## src/rtl/tblrd_pkg.sv

```systemverilog
package tblrd_pkg;
  typedef enum logic {
    TR_CUR_PAGE  = 1'b0,
    TR_LAST_PAGE = 1'b1
  } tr_mode_e;

  typedef enum logic {
    SQ_IDLE = 1'b0,
    SQ_READ = 1'b1
  } sq_state_e;
endpackage

```

## src/rtl/tblrd_ptr_reg.sv

```systemverilog
module tblrd_ptr_reg #(
  parameter int PTR_W = 8
) (
  input  logic             clk,
  input  logic             rst_n,
  input  logic             we,
  input  logic [PTR_W-1:0] wdata,
  output logic [PTR_W-1:0] q
);
  always_ff @(posedge clk or negedge rst_n) begin
    if (!rst_n)  q <= '0;
    else if (we) q <= wdata;
  end
endmodule

```

## src/rtl/tblrd_addr_gen.sv

```systemverilog
module tblrd_addr_gen
  import tblrd_pkg::*;
#(
  parameter int ADDR_W = 10,
  parameter int PTR_W  = 8,
  localparam int PAGE_W = ADDR_W - PTR_W
) (
  input  tr_mode_e          mode,
  input  logic [PAGE_W-1:0] pc_page,
  input  logic [PTR_W-1:0]  ptr,
  output logic [ADDR_W-1:0] addr
);
  // The page field comes from the PC, or it is forced to the top page.
  function automatic logic [ADDR_W-1:0] form_addr(
    input tr_mode_e          m,
    input logic [PAGE_W-1:0] pg,
    input logic [PTR_W-1:0]  p
  );
    logic [PAGE_W-1:0] sel_pg;
    sel_pg = (m == TR_LAST_PAGE) ? {PAGE_W{1'b1}} : pg;
    return {sel_pg, p};
  endfunction

  assign addr = form_addr(mode, pc_page, ptr);
endmodule

```

## src/rtl/tblrd_seq.sv

```systemverilog
module tblrd_seq
  import tblrd_pkg::*;
#(
  parameter int ADDR_W = 10,
  parameter int DM_AW  = 7
) (
  input  logic              clk,
  input  logic              rst_n,
  input  logic              cmd_valid,
  input  logic [ADDR_W-1:0] addr_in,
  input  logic [DM_AW-1:0]  dest_in,
  output logic              accept,
  output logic              busy,
  output logic [ADDR_W-1:0] addr_q,
  output logic [DM_AW-1:0]  dest_q
);
  sq_state_e state_q, state_d;

  assign busy   = (state_q == SQ_READ);
  assign accept = cmd_valid && !busy;

  always_comb begin
    state_d = state_q;
    unique case (state_q)
      SQ_IDLE: if (accept) state_d = SQ_READ;
      SQ_READ: state_d = SQ_IDLE;
      default: state_d = SQ_IDLE;
    endcase
  end

  always_ff @(posedge clk or negedge rst_n) begin
    if (!rst_n) begin
      state_q <= SQ_IDLE;
      addr_q  <= '0;
      dest_q  <= '0;
    end else begin
      state_q <= state_d;
      if (accept) begin
        addr_q <= addr_in;
        dest_q <= dest_in;
      end
    end
  end
endmodule

```

## src/rtl/tblrd_hi_reg.sv

```systemverilog
module tblrd_hi_reg #(
  parameter int HI_W = 6
) (
  input  logic            clk,
  input  logic            rst_n,
  input  logic            load,
  input  logic [HI_W-1:0] d,
  output logic [HI_W-1:0] q
);
  always_ff @(posedge clk or negedge rst_n) begin
    if (!rst_n)    q <= '0;
    else if (load) q <= d;
  end
endmodule

```

## src/rtl/tblrd_unit.sv

```systemverilog
module tblrd_unit
  import tblrd_pkg::*;
#(
  parameter int ADDR_W = 10,
  parameter int WORD_W = 14,
  parameter int PTR_W  = 8,
  parameter int DM_AW  = 7,
  localparam int PAGE_W = ADDR_W - PTR_W,
  localparam int HI_W   = WORD_W - PTR_W
) (
  input  logic              clk,
  input  logic              rst_n,
  input  logic [ADDR_W-1:0] fetch_pc,
  input  logic              ptr_we,
  input  logic [PTR_W-1:0]  ptr_wdata,
  input  logic              cmd_valid,
  input  logic              cmd_last,
  input  logic [DM_AW-1:0]  cmd_dest,
  output logic [ADDR_W-1:0] rom_addr,
  input  logic [WORD_W-1:0] rom_data,
  output logic              fetch_stall,
  output logic              dm_we,
  output logic [DM_AW-1:0]  dm_addr,
  output logic [PTR_W-1:0]  dm_wdata,
  output logic [PTR_W-1:0]  tbl_ptr,
  output logic [HI_W-1:0]   tbl_hi
);
  // Internal events, named so that the checker can see them
  logic              accept_evt;
  logic              read_cycle;
  logic [ADDR_W-1:0] tbl_addr_now;
  logic [ADDR_W-1:0] tbl_addr_q;
  logic [DM_AW-1:0]  dest_q;

  tblrd_ptr_reg #(.PTR_W(PTR_W)) u_ptr (
    .clk(clk), .rst_n(rst_n), .we(ptr_we), .wdata(ptr_wdata), .q(tbl_ptr)
  );

  tblrd_addr_gen #(.ADDR_W(ADDR_W), .PTR_W(PTR_W)) u_agen (
    .mode    (tr_mode_e'(cmd_last)),
    .pc_page (fetch_pc[ADDR_W-1 -: PAGE_W]),
    .ptr     (tbl_ptr),
    .addr    (tbl_addr_now)
  );

  tblrd_seq #(.ADDR_W(ADDR_W), .DM_AW(DM_AW)) u_seq (
    .clk(clk), .rst_n(rst_n), .cmd_valid(cmd_valid),
    .addr_in(tbl_addr_now), .dest_in(cmd_dest),
    .accept(accept_evt), .busy(read_cycle),
    .addr_q(tbl_addr_q), .dest_q(dest_q)
  );

  tblrd_hi_reg #(.HI_W(HI_W)) u_hi (
    .clk(clk), .rst_n(rst_n), .load(read_cycle),
    .d(rom_data[WORD_W-1 -: HI_W]), .q(tbl_hi)
  );

  assign rom_addr    = read_cycle ? tbl_addr_q : fetch_pc;
  assign fetch_stall = read_cycle;
  assign dm_we       = read_cycle;
  assign dm_addr     = dest_q;
  assign dm_wdata    = rom_data[PTR_W-1:0];
endmodule

```

## config.mk

```make
export PLATFORM = sky130hd
export DESIGN_NAME = tblrd_unit
export DESIGN_NICKNAME = d
export VERILOG_FILES = /design/src/rtl/tblrd_pkg.sv /design/src/rtl/tblrd_ptr_reg.sv /design/src/rtl/tblrd_addr_gen.sv /design/src/rtl/tblrd_seq.sv /design/src/rtl/tblrd_hi_reg.sv /design/src/rtl/tblrd_unit.sv
export SDC_FILE = /design/constraint.sdc
export NUM_CORES = 1
export LEC_CHECK = 0
export ABC_AREA = 1
export BUFFER_PORTS_ARGS = -buffer_cell sky130_fd_sc_hd__buf_2
export CAP_MARGIN = 20
export CORE_MARGIN = 3
export CORE_UTILIZATION = 44
export DETAILED_ROUTE_END_ITERATION = 6
export PLACE_DENSITY_LB_ADDON = 0.05
export SLEW_MARGIN = 25
export SYNTH_ARGS = -nofsm -noshare
export SYNTH_HDL_FRONTEND = slang
export SYNTH_SLANG_ARGS = --single-unit
export TNS_END_PERCENT = 20
```

## constraint.sdc

```tcl
create_clock -name clk -period 1.6 [get_ports clk]
set_input_delay 0.48 -clock clk [delete_from_list [all_inputs] [get_ports clk]]
set_output_delay 0.48 -clock clk [all_outputs]
set_load 0.02 [all_outputs]
```

After elaboration in Yosys (flattened, before gate mapping)
Cells that the tools add are included.
W data, S select, Z words.
Operators by class
  add/sub/neg operators: 0
  $mul: 0
  divide/modulo/power cells: 0
  magnitude comparators: 0
  equality and inequality tests: 0
  shifts and indexed selects: 0
  mux-type cells: 4
  bitwise logic cells: 1
  reduce and logical (&&, ||, !) cells: 2
Operators by type and width (count)
  $mux W10: 1
  $mux W2: 1
  $pmux W1 S2: 1
  $logic_and A1 B1 Y1: 1
  $logic_not A1 Y1: 1
  $mux W1: 1
  $not A1 Y1: 1
Storage, ports and cells
  register bits: 32
  bits in latches: 0
  memory bits (writable): 0
  bits in read-only memories: 0
  bits of input ports: 44
  output and inout port bits: 41
  word-level logic and storage cells: 12
  memories: 0

Longest topological paths before layout
Gate-level depths: netlist of run 1.
  word-level depth: 4
  mapped depth: 5
  depth with buffers taken out: 4

Cells and area by module
From an unflattened synthesis of run 1, not the netlist that was laid out.
Unflattened totals
  cell total of the unflattened synthesis: 189
  area total of the unflattened synthesis: 1537.7 um^2
Modules (own cells, without submodules)
  tblrd_seq: instances 1, cells an instance 76, area each 737.0 um^2, sequential area each 450.4 um^2
  tblrd_ptr_reg: instances 1, cells an instance 34, area each 305.3 um^2, sequential area each 200.2 um^2
  tblrd_hi_reg: instances 1, cells an instance 25, area each 221.5 um^2, sequential area each 150.1 um^2
  tblrd_unit: instances 1, cells an instance 41, area each 195.2 um^2, sequential area each 0.0 um^2
  tblrd_addr_gen: instances 1, cells an instance 13, area each 78.8 um^2, sequential area each 0.0 um^2

Worst setup path after synthesis of run 1
OpenSTA, ideal clock, no wires.
  path kind: reg-to-output
  from: register u_seq.state_q (netlist: u_seq.busy)
  to: output port rom_addr[8]
  arrival: 1164 ps
  data required time: 1120 ps
  setup slack: -44 ps
  stages on the path, launching flop included: 3
  buffers on the path: 1
  cell sequence: dfrtp_1 buf_4 o21ai_0
Between the ends
  cells in the longest elaborated chain, start to end: 1
Ends and longest elaborated chain
  start, declared: RTL line tblrd_seq.sv:17  | sq_state_e state_q, state_d;
  start signal, assigned: RTL line tblrd_seq.sv:37  | state_q <= state_d;
  $mux W10: RTL line tblrd_unit.sv:58  | assign rom_addr = read_cycle ? tbl_addr_q : fetch_pc;
  end, declared: RTL line tblrd_unit.sv:19  | output logic [ADDR_W-1:0] rom_addr,
No other way between the ends.

Worst setup path in the final report of run 1
Ends and elaborated chain as after synthesis.

==> impl_metrics.ini, run 1 <==
[place]
io_buffers = 68
gp_congestion = 0.733
dp.cells = 279
dp_hpwl_mm = 2.55
dpl-instance-area_sq_um = 1760

[run]
maxCapViolCount = 0

[power]
leakage_nw = 1.12
p_sw_share_pct = 32.3
power.share.clock_pct = 24.7
totalPowerFinal_mw = 1.94
p_per_area_nw_per_um2 = 1020
switching_power_uw = 627
combinationalPowerShare_pct = 25.5
p_seq_share_pct = 49.7
internal-power_mw = 1.32
vdd_drop_max_mv = 0.464

[cells_and_area]
final_cell_mix = 89 x nand2_1, 59 x buf_2, 31 x dfrtp_1
final_common_cell = nand2_1
num-nets-final = 288
fill_cells = 306
diodes = 0
seq_area_sq_um = 802
drive_above_1_share_pct = 35.9
multi_input_area_sq_um = 498
stdcell_count = 289
post-route-cell-area_sq_um = 1900
area_growth_pct = 24.0

[setup_path]
criticalPathCategory = reg2out
start_kind = register
r2r-start = u_seq.busy
cp.required_ps = 1120
r2r_slack_ps = 470
r2r-end = u_seq.addr_q[2]
r2r_cells = 5
crit_fanout = 21
critPathArrivalTime_ps = 1260
crit_path_end_kind = output port

[yosys]
ys_types = 11
syn_area_per_cell_sq_um = 8.17
syn_inst = 188
ys_ff_latch = 32
synth_area_leaders = dfrtp_1 52%, nand2_1 22%, buf_4 9.8%, nand3_1 4.9%, o21ai_0 3.3%
synth_top_area_share_pct = 52.2
yosysWarnings = 0
ys_seq_area_share_pct = 52.2
synth_area_leader_cell = dfrtp_1
synth_fp_nets = 232
synth.cell_area_sq_um = 1540

[sta]
slew_headroom_pct = 77.9
post-route-min-period_ps = 1740
setup_viol = 10
fmax_mhz = 575
hold_violations = 0
grt_setup_unrepaired = yes
fin_crit_sh_pct = 109
skew_ps = 2.95
setup_slack_ps = -139
drv_slew = 0
worstMarginPinSlew_ps = 331

[routing]
via_per_inst = 4.54
dr.first_iter.drc_count = 46
drtPass1Iterations = 4
vias = 1313
wl_mm = 3.47
ant_nets = 0
wire_per_inst_microns = 12.0
route.detailed.drc = 0

[die]
io_pins = 85
dieArea_sq_um = 4230
core_area_sq_um = 3180
rows = 20
start_util_pct = 48.3
fp.dieH_microns = 65.1
die_w_microns = 65.1

[clock_tree]
clkTransAtPathRegs_ps = 90
htreeDepth = 2
cts-root-buf = clkbuf_4
clockBufferDepth = 2
numCtsBuffers = 5
cts_sinks = 32
tritoncts = done
clkLatencyLatePin_ps = 330

[global_route]
grt_pass1_wl_mm = 5.77
grt_use_total_pct = 17.8
grt_overflow = 0
grt_antenna_before_repair = 0
grt_max_degree = 22
grt_pass1_vias = 1297

[run_status]
violations = setup timing
status = finished with violations

[min_path]
hold_class = in2async
[sequential cells by signal, summed over array words and instances (netlist names)]
| signal | cells |
|---|---|
| u_hi.q | 6 |
| u_seq.addr_q | 10 |
| u_seq.dest_q | 7 |
| u_seq.busy | 1 |
| u_ptr.q | 8 |
[what timing repair did]
item / in CTS / in global routing
hold endpoints to repair: 0 / 0
gates cloned: 1 / 0
setup endpoints to repair: 12 / 12
setup buffers: 1 / 0
hold buffers: 0 / 0
resized for setup: 12 / 11
pin swaps: 0 / 1
[area by class of cell]
type / instances / area share (%)
timing repair buffer: 74 / 22.7
sequential: 32 / 42.1
timing repair inverter: 1 / 0.394
tap: 44 / 2.89
multi-input combinational: 117 / 26.1
inverter: 13 / 2.69
clock buffer: 8 / 3.09
[critical path: stages (launching register included)]
cell and delay [ps]:
dfrtp_2 460, buf_12 170, o21ai_2 160, buf_6 140
[routing by layer]
metal	routed length, microns	vias to the layer above	track usage, %
li1	-	669	-
met5	0	-	0
met2	1550	55	29.0
met3	351	7	7.63
met1	1520	582	21.2
met4	46	0	5.44
[kinds of logic after synthesis]
kind of cell / share of synthesized area (%)
compound gates: 3.26
buf+inv: 16.5
simple gates: 28.0
flops: 52.2
[how the worst max path moves through the flow]
stage,start,slack [ps],end
after floorplan,u_seq.busy,-40,rom_addr[8]
after global placement,u_seq.busy,200,rom_addr[4]
after detailed placement,u_seq.busy,150,rom_addr[8]
after CTS,u_seq.busy,-140,rom_addr[8]
after global routing,u_seq.busy,-190,rom_addr[7]
final,u_seq.busy,-140,rom_addr[8]
[power groups by stage]
stage / Sequential [mW] / Clock [mW] / Combinational [mW]
after floorplan: 1.03 / 0 / 0.288
after global placement: 0.975 / 0 / 0.451
after detailed placement: 0.978 / 0 / 0.462
after CTS: 0.965 / 0.495 / 0.484
after global routing: 0.980 / 0.539 / 0.550
final: 0.966 / 0.481 / 0.496
[stage by stage]
step | setup slack [ps] | utilization (%) | hold WS, ps | TNS, ps
2_1_floorplan | -44.0 | - | 184 | -87.9
3_3_place_gp | 196 | 55.5 | 392 | 0
3_5_place_dp | 147 | 55.5 | 398 | 0
4_1_cts | -138 | 58.8 | 30.1 | -1130
5_1_grt | -189 | 59.9 | 26.3 | -1830
6_report | -139 | 59.9 | 33.4 | -1030
[Yosys cell counts]
cell type	count
nand3_1	15
nand2_1	90
inv_1	12
nand2_4	1
buf_6	4
inv_2	1
nor2_2	1
buf_4	20
buf_2	2
o21ai_0	10
dfrtp_1	32
(Power assumes the default switching activity.)
==> run 2: changes to the inputs <==
- CAP_MARGIN: 20 -> unset
- CORE_UTILIZATION: 44 -> 47
- clock period: 1.6 -> 2.15 ns (I/O delays scaled with it)
==> run 2 against run 1 <==
- the run now ends clean
- utilization decreased by 1.6 points
- final cell count decreased by 2.1%
- cell area decreased by 5.8%
- sequential power decreased by 26%
- combinational power decreased by 33%
- total power decreased by 28%
- sequential cell count unchanged
- register-to-register slack improved by 560 ps
- critical path type unchanged
- critical endpoint unchanged
==> impl_metrics.ini, run 2 (synthesis results as in run 1) <==
[run_status]
status = finished clean

[routing]
wire_per_inst_microns = 11.0
vias = 1275
route.detailed.drc = 0
dr.first_iter.drc_count = 52
via_per_inst = 4.51
drtPass1Iterations = 4
ant_nets = 0
wl_mm = 3.11

[power]
leakage_nw = 1.08
vdd_drop_max_mv = 0.476
p_per_area_nw_per_um2 = 774

[clock_tree]
clockBufferDepth = 2
tritoncts = done
clkLatencyLatePin_ps = 310
cts_sinks = 32
clkTransAtPathRegs_ps = 90
numCtsBuffers = 5
cts-root-buf = clkbuf_4
postCtsSetupRepairBufs = 0
htreeDepth = 2

[global_route]
grt_antenna_before_repair = 0
grt_use_total_pct = 17.0
grt_max_degree = 33
grt_overflow = 0
grt_pass1_vias = 1252
grt_pass1_wl_mm = 5.44

[die]
start_util_pct = 49.9
dieArea_sq_um = 3990
io_pins = 85
fp.dieH_microns = 63.2
rows = 20
die_w_microns = 63.2
core_area_sq_um = 3080

[place]
dp_hpwl_mm = 2.33
place_ws_ps = 414
gp_congestion = 0.726
io_buffers = 68

[sta]
timing.setup.tns_ps = 0
skew_ps = 4.80
post-route-min-period_ps = 2000
setup_slack_ps = 150
slew_headroom_pct = 53.8
hold_violations = 0
fmax_mhz = 500
fin_crit_sh_pct = 93.0
setup_viol = 0
grt_setup_unrepaired = no
worstMarginPinSlew_ps = 693
drv_slew = 0

[setup_path]
critPathArrivalTime_ps = 1350
cp.required_ps = 1500
crit_path_end_kind = output port
start_kind = register
criticalPathCategory = reg2out
crit_fanout = 21

[cells_and_area]
num-nets-final = 282
reg.largest.list = u_seq.addr_q (10), u_ptr.q (8), u_seq.dest_q (7)
fill_cells = 312
final_cell_mix = 90 x nand2_1, 68 x buf_2, 32 x dfrtp_1
diodes = 0
drive_above_1_share_pct = 32.6
largest_register_ffs = 10
final_common_cell = nand2_1
regMostFlops = u_seq.addr_q
area_growth_pct = 16.9

[run]
maxCapViolCount = 0

[min_path]
hold_class = in2async
[run 2: changes by cell type in the layout (fill, tap and decap cells not counted)]
cell | before | now
o21ai_0 | 8 | 10
clkinvlp_4 | 1 | 0
o21ai_2 | 1 | 0
buf_2 | 59 | 68
buf_12 | 1 | 0
buf_6 | 3 | 0
dfrtp_2 | 1 | 0
nand2_2 | 1 | 0
dfrtp_1 | 31 | 32
o21ai_4 | 1 | 0
nand2_1 | 89 | 90
buf_4 | 11 | 1
[run 2: worst max-delay path: stages, from the launching register on]
cell and delay [ps]:
dfrtp_1 410, buf_4 220, o21ai_0 210, buf_2 200
[run 2: final timing paths]
| check | start | to | slack, ps | cells past startpoint |
|---|---|---|---|---|
| max reg2reg | u_seq.busy | u_seq.addr_q[8] | 1030 | 4 |
| max | u_seq.busy | rom_addr[8] | 150 | 3 |
| max in group asynchronous | rst_n | u_seq.addr_q[3] | 1340 | 1 |
| min reg2reg | u_hi.q[5] | u_hi.q[5] | 470 | 2 |
| min in group clk | u_hi.q[5] | u_hi.q[5] | 470 | 2 |
| min | rst_n | u_hi.q[5] | 370 | 1 |
[run 2: metal layers]
| metal | routed length [microns] | vias to the layer above | part of all wire [%] | global-route usage (%) |
|---|---|---|---|---|
| li1 | - | 657 | - | - |
| met5 | 0 | - | 0 | 0 |
| met3 | 288 | 5 | 9.3 | 7.13 |
| met2 | 1440 | 56 | 46 | 28.7 |
| met1 | 1340 | 557 | 43 | 19.2 |
| met4 | 34 | 0 | 1.1 | 6.06 |
[run 2: metrics by stage]
step | util [%] | power [mW] | cells | cell area [sq um] | hold WS, ps
finish | 58.3 | 1.39 | 283 | 1790 | 367
global route | 58.3 | 1.49 | 283 | 1790 | 399
CTS | 58.2 | 1.41 | 283 | 1790 | 382
detailed placement | 56.3 | 1.06 | 275 | 1730 | 454
global placement | 56.3 | 1.05 | 275 | 1730 | 451
floorplan | - | 0.980 | 188 | 1540 | 349
[run 2: layout make-up]
type / instances / area, sq um / share of cell area, %
Sequential cell: 32 / 801 / 44.6
Multi-Input combinational cell: 117 / 480 / 26.8
Timing Repair Buffer: 69 / 348 / 19.4
Clock buffer: 8 / 58.8 / 3.28
Tap cell: 44 / 55.1 / 3.07
Inverter: 13 / 51.3 / 2.86
[run 2: report_power, final]
part	internal (mW)	switching [mW]	total [mW]
Sequential	0.675	0.0410	0.716
Combinational	0.114	0.215	0.330
Clock	0.161	0.182	0.343
Total	0.951	0.439	1.39
[run 2: what timing repair did]
item	4_1_cts	5_1_grt
setup endpoints to repair	0	8
hold buffers	0	0
hold endpoints to repair	0	0
resized for setup	0	2
